[config.mk]
export PLATFORM = sky130hd
export DESIGN_NAME = i2c_rf_top
export DESIGN_NICKNAME = d
export VERILOG_FILES = /design/src/rtl/i2c_rf_pkg.sv /design/src/rtl/i2c_rf_sync.sv /design/src/rtl/i2c_rf_proto.sv /design/src/rtl/i2c_rf_regbank.sv /design/src/rtl/i2c_rf_top.sv
export SDC_FILE = /design/constraint.sdc
export NUM_CORES = 1
export LEC_CHECK = 0
export ABC_AREA = 1
export BUFFER_PORTS_ARGS = -buffer_cell sky130_fd_sc_hd__buf_2
export CAP_MARGIN = 5
export CORE_ASPECT_RATIO = 0.75
export CORE_MARGIN = 5
export CORE_UTILIZATION = 50
export DETAILED_ROUTE_END_ITERATION = 16
export GPL_ROUTABILITY_DRIVEN = 0
export GPL_TIMING_DRIVEN = 0
export PLACE_DENSITY = 0.7
export RECOVER_POWER = 100
export SETUP_SLACK_MARGIN = 0.05
export SYNTH_ARGS = -nofsm -noshare
export SYNTH_HDL_FRONTEND = slang
export SYNTH_SLANG_ARGS = --single-unit
[constraint.sdc]
create_clock -name clk -period 1.9 [get_ports clk]
set_clock_uncertainty 0.1 [all_clocks]
set_input_delay 0 -clock clk [delete_from_list [all_inputs] [get_ports clk]]
set_output_delay 0 -clock clk [all_outputs]
set_load 0.005 [all_outputs]
[src/rtl/i2c_rf_pkg.sv]
package i2c_rf_pkg;

    localparam int          BYTE_W   = 8;
    localparam logic [6:0]  DEV_ADDR = 7'b1001000;

    typedef enum logic [2:0] {
        ST_IDLE,
        ST_ADDR,
        ST_AACK,
        ST_WDATA,
        ST_WACK,
        ST_RDATA,
        ST_RACK
    } st_e;

    // Events derived from the synchronised bus lines.
    typedef struct packed {
        logic sda;
        logic scl_rise;
        logic scl_fall;
        logic start;
        logic stop;
    } bus_ev_t;

    typedef struct packed {
        logic              en;
        logic [BYTE_W-1:0] addr;
        logic [BYTE_W-1:0] data;
    } wr_req_t;

    function automatic logic [BYTE_W-1:0] reg_default(int idx);
        return 8'hA0 + 8'(idx);
    endfunction

endpackage

[src/rtl/i2c_rf_sync.sv]
module i2c_rf_sync
    import i2c_rf_pkg::*;
#(
    parameter int STAGES = 2
) (
    input  logic    clk,
    input  logic    rst,
    input  logic    scl_i,
    input  logic    sda_i,
    output bus_ev_t ev
);
    logic [STAGES-1:0] scl_ff, sda_ff;
    logic              scl_q, sda_q;
    logic              scl_s, sda_s;

    always_ff @(posedge clk) begin
        if (rst) begin
            scl_ff <= '1;
            sda_ff <= '1;
            scl_q  <= 1'b1;
            sda_q  <= 1'b1;
        end else begin
            scl_ff <= {scl_ff[STAGES-2:0], scl_i};
            sda_ff <= {sda_ff[STAGES-2:0], sda_i};
            scl_q  <= scl_ff[STAGES-1];
            sda_q  <= sda_ff[STAGES-1];
        end
    end

    assign scl_s = scl_ff[STAGES-1];
    assign sda_s = sda_ff[STAGES-1];

    always_comb begin
        ev.sda      = sda_s;
        ev.scl_rise = scl_s & ~scl_q;
        ev.scl_fall = ~scl_s & scl_q;
        ev.start    = scl_s & scl_q & sda_q & ~sda_s;
        ev.stop     = scl_s & scl_q & ~sda_q & sda_s;
    end
endmodule

[src/rtl/i2c_rf_proto.sv]
module i2c_rf_proto
    import i2c_rf_pkg::*;
(
    input  logic              clk,
    input  logic              rst,
    input  bus_ev_t           ev,
    input  logic [BYTE_W-1:0] rd_data,
    output logic [BYTE_W-1:0] ptr,
    output wr_req_t           wr,
    output logic              sda_oe
);
    st_e               st;
    logic [3:0]        cnt;
    logic [BYTE_W-1:0] rx_sh, tx_sh;
    logic              rnw, first, nack;

    always_ff @(posedge clk) begin
        if (rst) begin
            st     <= ST_IDLE;
            cnt    <= '0;
            rx_sh  <= '0;
            tx_sh  <= '0;
            ptr    <= '0;
            rnw    <= 1'b0;
            first  <= 1'b0;
            nack   <= 1'b0;
            sda_oe <= 1'b0;
            wr     <= '0;
        end else begin
            wr.en <= 1'b0;
            if (ev.start) begin
                st     <= ST_ADDR;
                cnt    <= '0;
                sda_oe <= 1'b0;
            end else if (ev.stop) begin
                st     <= ST_IDLE;
                cnt    <= '0;
                sda_oe <= 1'b0;
            end else if (ev.scl_rise) begin
                case (st)
                    ST_ADDR, ST_WDATA: begin
                        rx_sh <= {rx_sh[BYTE_W-2:0], ev.sda};
                        cnt   <= cnt + 4'd1;
                    end
                    ST_RDATA: cnt  <= cnt + 4'd1;
                    ST_RACK:  nack <= ev.sda;
                    default: ;
                endcase
            end else if (ev.scl_fall) begin
                case (st)
                    ST_ADDR: begin
                        if (cnt == 4'd8) begin
                            if (rx_sh[7:1] == DEV_ADDR) begin
                                st     <= ST_AACK;
                                sda_oe <= 1'b1;
                                rnw    <= rx_sh[0];
                            end else begin
                                st <= ST_IDLE;
                            end
                        end
                    end
                    ST_AACK: begin
                        cnt <= '0;
                        if (rnw) begin
                            st     <= ST_RDATA;
                            tx_sh  <= rd_data;
                            sda_oe <= ~rd_data[7];
                        end else begin
                            st     <= ST_WDATA;
                            sda_oe <= 1'b0;
                            first  <= 1'b1;
                        end
                    end
                    ST_WDATA: begin
                        if (cnt == 4'd8) begin
                            st     <= ST_WACK;
                            sda_oe <= 1'b1;
                            if (first) begin
                                ptr   <= rx_sh;
                                first <= 1'b0;
                            end else begin
                                wr.en   <= 1'b1;
                                wr.addr <= ptr;
                                wr.data <= rx_sh;
                                ptr     <= ptr + 8'd1;
                            end
                        end
                    end
                    ST_WACK: begin
                        st     <= ST_WDATA;
                        sda_oe <= 1'b0;
                        cnt    <= '0;
                    end
                    ST_RDATA: begin
                        if (cnt == 4'd8) begin
                            st     <= ST_RACK;
                            sda_oe <= 1'b0;
                            ptr    <= ptr + 8'd1;
                        end else begin
                            tx_sh  <= {tx_sh[BYTE_W-2:0], 1'b0};
                            sda_oe <= ~tx_sh[6];
                        end
                    end
                    ST_RACK: begin
                        cnt <= '0;
                        if (nack) begin
                            st <= ST_IDLE;
                        end else begin
                            st     <= ST_RDATA;
                            tx_sh  <= rd_data;
                            sda_oe <= ~rd_data[7];
                        end
                    end
                    default: ;
                endcase
            end
        end
    end
endmodule

[src/rtl/i2c_rf_regbank.sv]
module i2c_rf_regbank
    import i2c_rf_pkg::*;
#(
    parameter int NREGS          = 8,
    parameter int PB_HOLD_CYCLES = 1_875_000_000,
    parameter bit PB_RESET_EN    = 1'b1
) (
    input  logic                    clk,
    input  logic                    rst,
    input  logic                    uvlo_i,
    input  logic                    pb_n_i,
    input  wr_req_t                 wr,
    input  logic [BYTE_W-1:0]       rd_addr,
    output logic [BYTE_W-1:0]       rd_data,
    output logic [NREGS*BYTE_W-1:0] regs_o,
    output logic                    pb_clr
);
    localparam int CW = $clog2(PB_HOLD_CYCLES + 1);

    logic clear;

    generate
        if (PB_RESET_EN) begin : g_pb
            logic [CW-1:0] hold_cnt;
            always_ff @(posedge clk) begin
                if (rst || pb_n_i)
                    hold_cnt <= '0;
                else if (hold_cnt != CW'(PB_HOLD_CYCLES))
                    hold_cnt <= hold_cnt + CW'(1);
            end
            assign pb_clr = ~pb_n_i & (hold_cnt == CW'(PB_HOLD_CYCLES));
        end else begin : g_nopb
            assign pb_clr = 1'b0;
        end
    endgenerate

    assign clear = uvlo_i | pb_clr;

    generate
        for (genvar i = 0; i < NREGS; i++) begin : g_reg
            logic [BYTE_W-1:0] q;
            always_ff @(posedge clk) begin
                if (rst || clear)
                    q <= reg_default(i);
                else if (wr.en && wr.addr == 8'(i))
                    q <= wr.data;
            end
            assign regs_o[i*BYTE_W +: BYTE_W] = q;
        end
    endgenerate

    always_comb begin
        rd_data = '0;
        for (int i = 0; i < NREGS; i++)
            if (rd_addr == 8'(i)) rd_data = regs_o[i*BYTE_W +: BYTE_W];
    end
endmodule

[src/rtl/i2c_rf_top.sv]
module i2c_rf_top
    import i2c_rf_pkg::*;
#(
    parameter int NREGS          = 8,
    parameter int PB_HOLD_CYCLES = 1_875_000_000,
    parameter bit PB_RESET_EN    = 1'b1
) (
    input  logic                   clk,
    input  logic                   rst,
    input  logic                   scl_i,
    input  logic                   sda_i,
    input  logic                   uvlo_i,
    input  logic                   pb_n_i,
    output logic                   sda_oe,
    output logic [NREGS*8-1:0]     regs_o
);
    bus_ev_t           ev;
    wr_req_t           wr;
    logic [BYTE_W-1:0] ptr, rd_data;
    logic              pb_clr;

    i2c_rf_sync #(.STAGES(2)) u_sync (
        .clk(clk), .rst(rst), .scl_i(scl_i), .sda_i(sda_i), .ev(ev)
    );

    i2c_rf_proto u_proto (
        .clk(clk), .rst(rst), .ev(ev), .rd_data(rd_data),
        .ptr(ptr), .wr(wr), .sda_oe(sda_oe)
    );

    i2c_rf_regbank #(
        .NREGS(NREGS), .PB_HOLD_CYCLES(PB_HOLD_CYCLES), .PB_RESET_EN(PB_RESET_EN)
    ) u_bank (
        .clk(clk), .rst(rst), .uvlo_i(uvlo_i), .pb_n_i(pb_n_i), .wr(wr),
        .rd_addr(ptr), .rd_data(rd_data), .regs_o(regs_o), .pb_clr(pb_clr)
    );
endmodule

Yosys cells after proc, flatten, opt, wreduce, memory -nomap -nowiden
Index checks and enable logic that the tools add are counted.

operators by class
  add/sub/neg operators = 3
  multiply operators = 0
  divide/modulo/power cells = 0
  $lt $le $gt $ge = 0
  equal/unequal tests = 37
  shifts and indexed selects = 0
  muxes and demuxes = 42
  bitwise gates (word level) = 23
  reduce and logical (&&, ||, !) cells = 36

operator list
  operator                 count
  $mux W8                  11
  $eq A8 B3 Y1 const B     8
  $reduce_and A7 Y1        5
  $eq A8 B2 Y1 const B     4
  $add A31 B1 Y31 const B  1
  $eq A31 B31 Y1 const B   1
  $ne A31 B31 Y1 const B   1
  $mux W7                  3
  $pmux W7 S3              1
  $pmux W3 S6              1
  $mux W17                 1
  $eq A8 B1 Y1 const B     2
  $logic_not A8 Y1         2
  $mux W4                  4
  $pmux W8 S2              1
  $mux W3                  5
  $not A1 Y1               14
  $mux W1                  12
  $ne A4 B3 Y1 const B     3
  $reduce_and A6 Y1        2
  $ne A2 B1 Y1 const B     5
  $eq A3 B3 Y1 const B     3
  $reduce_or A3 Y1         3
  $add A8 B1 Y8 const B    1
  23 further kinds         47

storage, ports and cells
  bits in registers = 152
  latch bits = 0
  RAM bits = 0
  bits in read-only memories = 0
  input bits = 6
  output and inout bits = 65
  word-level logic and storage cells = 167
  memories kept = 0

Depth between registers and ports, before layout
  depth after elaboration = 12
  mapped depth = 16
  depth with buffers taken out = 16

Modules after synthesis
Synthesis repeated with hierarchy kept, for this count alone.

unflattened totals
  cells, all modules = 1162
  area, all modules = 7790.0 um^2

by module, submodules not included
  module          instances  cells an instance  area each (um^2)  seq. area each (um^2)
  i2c_rf_regbank  1          744                4978.5            1901.8
  i2c_rf_proto    1          393                2606.2            1021.0
  i2c_rf_sync     1          25                 205.2             120.1

Worst setup path after synthesis
OpenSTA, ideal clock, no wires.

  path kind = register to register
  from = reg u_bank.g_pb.hold_cnt[1]
  to = reg u_bank.g_pb.hold_cnt[24]
  library setup time = 0.119 ns
  arrival time = 1.659 ns
  required time = 1.681 ns
  setup slack = 0.022 ns
  stages on the path, launching flop included = 12
  buffers on the path = 0
  period minus slack after synthesis = 1.878 ns
  path through = dfxtp_1 -> ha_1 -> nand3_2 -> nor3_4 -> nand2_1 -> nor2_1 -> nand2_1 -> nor2_2 -> nand2_2 -> or2_0 -> o21ai_0 -> a21oi_1

on the way
  longest elaborated chain between the ends = 1
  elaborated cells between the ends (all ways) = 2
  those cells by class = add/sub: 1; eq/ne: 1

ends and longest elaborated chain
  what                                               RTL line                                    text
  from (decl)                                        i2c_rf_regbank.sv:24                        logic [CW-1:0] hold_cnt;
  from (signal assigned)                             i2c_rf_regbank.sv:29                        hold_cnt <= hold_cnt + CW'(1);
  $add A31 B1 Y31 or $ne A31 B31 Y1 (tied branches)  i2c_rf_regbank.sv:29, i2c_rf_regbank.sv:28

Several ways; a longest one is shown, not always the timed one.
A chain may end at the register's enable or synchronous reset.

Worst setup path after layout
  from = reg u_proto.ptr[0]
  to = reg u_proto.tx_sh[3]

on the way
  longest elaborated chain between the ends = 11
  elaborated cells between the ends (all ways) = 19
  those cells by class = eq/ne: 7; mux: 11; reduce/logical: 1

ends and longest elaborated chain
  what                        RTL line                                 text
  from (decl)                 i2c_rf_proto.sv:8                        output logic [BYTE_W-1:0] ptr,
  from (signal assigned)      i2c_rf_proto.sv:79                       ptr <= rx_sh;
  from (signal assigned)      i2c_rf_proto.sv:85                       ptr <= ptr + 8'd1;
  from (signal assigned)      i2c_rf_proto.sv:98                       ptr <= ptr + 8'd1;
  $logic_not A8 Y1            i2c_rf_regbank.sv:55                     if (rd_addr == 8'(i)) rd_data = regs_o[i*BYTE_W +: BYTE_W];
  $mux W8 (7 in series)       i2c_rf_regbank.sv:55
  $mux W8 (*)                 i2c_rf_regbank.sv:55
  $mux W7 (on tied branches)  i2c_rf_proto.sv:106, i2c_rf_proto.sv:64
  $pmux W7 S3 (*)             i2c_rf_proto.sv:50                       case (st)
  to (signal assigned)        i2c_rf_proto.sv:66                       tx_sh <= rd_data;
  to (signal assigned)        i2c_rf_proto.sv:100                      tx_sh <= {tx_sh[BYTE_W-2:0], 1'b0};
  to (signal assigned)        i2c_rf_proto.sv:110                      tx_sh <= rd_data;
  to (decl)                   i2c_rf_proto.sv:14                       logic [BYTE_W-1:0] rx_sh, tx_sh;

Mark *: on every way between the ends. The rest lies on a longest branch, timed or not. The select of a mux whose other input is x is not followed.

==> summary.md <==
| Metric | Value |
|---|---|
| Commonest non-fill, non-tap cell in the layout | `nand2_1` |
| Sequential share of the synthesized area | `41.4%` |
| GRT Overall Usage | `approximately 27%` |
| Synth unique cells | `47` |
| R2R Setup Slk | `-0.07 ns` |
| Setup violators final | `49` |
| Slew Limit Fails | `0` |
| Via count | `7,840` |
| PwrDens | `692 nW/um^2` |
| Clock latency on the worst-skew pair | `around 0.44 ns` |
| Net Count, Synth | `between 1,000 and 1,500` |
| Drt initial violations | `between 900 and 1,000` |
| RSZ-0062 raised after global routing | `yes` |
| Die width | `150 um` |
| Post-route worst setup slack | `-0.0724 ns` |
| CP Capture Type | `register` |
| DR DRC count | `0` |
| Tcrit/Tclk final | `104%` |
| Relative slew slack | `52.0%` |
| Status | `finished, violations left` |
| Post-Layout Cell Count | `1,397` |
| Ports | `71` |
| EDFF count, synth | `0` |
| Root buf cell | `clkbuf_16` |
| Most frequent cells in the layout | `nand2_1 (169), dfxtp_1 (132), a21oi_1 (129)` |
| ANT cells | `0` |
| Die area | `17,300 um^2` |
| Post-Route WL | `roughly 25,000 um` |
| Failing checks | `setup timing` |
| Number of fill cells | `1,221` |
| Core area | `14,500 um^2` |
| Antenna violations before repair | `0` |
| First-pass GRT wire length | `36,300 um` |
| FP Rows | `38` |
| Synth Cell Area | `7350 um^2` |
| CTS buffer count | `17` |
| Ys flop type | `dfxtp_1` |
| Critical Path AT | `2.17 ns` |
| Crit Path Max Fanout | `5` |
| Port Buffers | `69` |
| Vias in the first global route | `6,827` |
| Final worst path period need | `1.97 ns` |
| Inst Count DP | `1,289` |
| Worst VDD drop | `0.605 mV` |
| Share of layout cells above drive strength 1 | `28.8%` |
| F_max | `0.507 GHz` |
| Routed vias/inst | `around 5.6` |
| Largest net degree at the start of global routing | `17` |
| Final nets | `between 1,000 and 1,500` |
| Clock-pin slew on the worst setup and hold paths | `~0.06 ns` |
| Critical path class | `reg2reg` |
| CP required | `~2.1 ns` |
| Wire per inst | `17.5 um` |
| Pre-Repair DR Iteration Count | `7` |
| DP Wirelength | `15,800 um` |
| CP Launch Type | `register` |
| Remaining Overflow, GRT | `0` |
| Total power draw | `about 7 mW` |
| #FFs+latches synth | `152` |
| Synth warnings | `0` |
| Starting Density | `approximately half` |
| Area Growth Syn to Fin | `35.7%` |
| Die extent in y | `around 120 um` |
| Bufs on Longest Clock Path | `2` |
| Worst min path class | `in2reg` |
| Post-route ant nets | `0` |
| Mapped Cells | `1,020` |
| Actual slew at the worst max-slew pin | `just over 0.7 ns` |
| CTS tree | `done` |
| Setup WS pre-CTS | `-0.342 ns` |
| Num Clock Sinks | `152` |
| Ys async rst share | `0%` |
| Syn_area_per_cell | `7.21 um^2` |
| Leak | `around 4 nW` |
| Htree depth | `4` |
| MaxCap Viol Count | `0` |
| Final hold vios | `0` |
critical path, stage by stage (launching register included):
cell and delay (ns):
dfxtp_4 0.38, inv_6 0.08, ha_4 0.15, nand2_4 0.06, nor2_4 0.25, buf_6 0.15, a21oi_2 0.03, nand2_2 0.08
nand2_1 0.06, nand2_1 0.09, nand2_2 0.07, nand2_2 0.09, nand2_1 0.05, nand2_1 0.06, nand2_1 0.05, nand2_1 0.06
a21oi_1 0.05
synth_stat cells (9+ instances only):
library cell  instances  share of area (%)
dfxtp_1             152                 41
o2111ai_1            20                2.4
buf_2                12               0.82
or2_0                11               0.94
nand3_1              38                2.6
nand4_1              19                1.6
nor2_1              104                5.3
o21ai_0              72                4.9
a211oi_1              9               0.92
nand2_1             194                9.9
nor3_1               19                1.3
inv_2                 9               0.46
a21oi_1             141                9.6
inv_1               105                5.4
clkbuf_1             23                1.2
logic make-up (layout without fill, tap and decap cells):
group / Yosys count / in the layout / synth area share, %
adders and majority gates: 8 / 8 / 1.36
DFF: 152 / 152 / 41.4
AOI/OAI and AO/OA: 257 / 257 / 19.4
and+or+nand+nor: 434 / 435 / 27.7
xor gates and xnor gates: 2 / 2 / 0.238
buffers and inverters: 161 / 337 / 9.14
muxes: 6 / 6 / 0.817
path summary, 6_finish.rpt:
| path | cells past startpoint | start | end |
|---|---|---|---|
| worst min register to register | 1 | u_sync.sda_ff[0] | u_sync.sda_ff[1] |
| worst min-delay path | 2 | rst | u_sync.sda_ff[0] |
| worst max register to register | 16 | u_proto.ptr[0] | u_proto.tx_sh[3] |
| worst max-delay path | 16 | u_proto.ptr[0] | u_proto.tx_sh[3] |
sequential cells by signal, summed over array words and instances, names as in the netlist:
name,cells
u_sync.scl_q,1
u_bank.g_pb.hold_cnt,31
u_sync.sda_q,1
u_proto.wr,17
u_proto.nack,1
u_proto.ptr,8
u_sync.scl_ff,2
u_proto.st,3
u_proto.sda_oe,1
u_proto.rnw,1
u_bank.g.q,64
u_proto.first,1
u_sync.sda_ff,2
u_proto.rx_sh,8
u_proto.cnt,4
u_proto.tx_sh,7
routing by layer:
metal | GRT usage [%] | share of wire [%]
met1 | 40.7 | 45
met5 | 0 | 0
met4 | 6.46 | 2.0
met2 | 36.7 | 42
met3 | 8.59 | 11
power by group:
part           internal, mW  switching, mW  leakage [nW]
Sequential             3.18         0.0111          1.24
Combinational        0.0663          0.118          2.44
Clock                  2.13           1.39         0.285
metrics by stage:
stage | utilization [%] | setup TNS, ns | instance area (um^2) | hold slack [ns]
after floorplan | - | 0 | 7380 | 0.00381
after global placement | 55.2 | -9.77 | 7970 | 0.0873
after detailed placement | 55.2 | -11.37 | 7970 | 0.0884
final | 69.0 | -1.10 | 9980 | 0.0564
after global routing | 69.0 | -10.01 | 9980 | 0.0748
after CTS | 64.4 | -0.00115 | 9300 | 0.0478
area by class of cell:
cell class / count / area, um^2 / area share, %
buffer: 43 / 347 / 3.47
clock buffer: 21 / 460 / 4.62
clock inverter: 11 / 148 / 1.48
inverter: 116 / 459 / 4.60
multi-input combinational: 708 / 4230 / 42.4
sequential: 152 / 3090 / 31.0
tap: 200 / 250 / 2.51
timing repair buffer: 146 / 995 / 9.97
timing repair:
item,CTS,global route
resized for setup,128,135
endpoints found under the hold margin,11,0
setup buffers,39,25
cloned,2,8
setup endpoints to repair,108,120
pin swaps,37,55
hold buffers,4,0
Power figures use the tool's default switching activity.
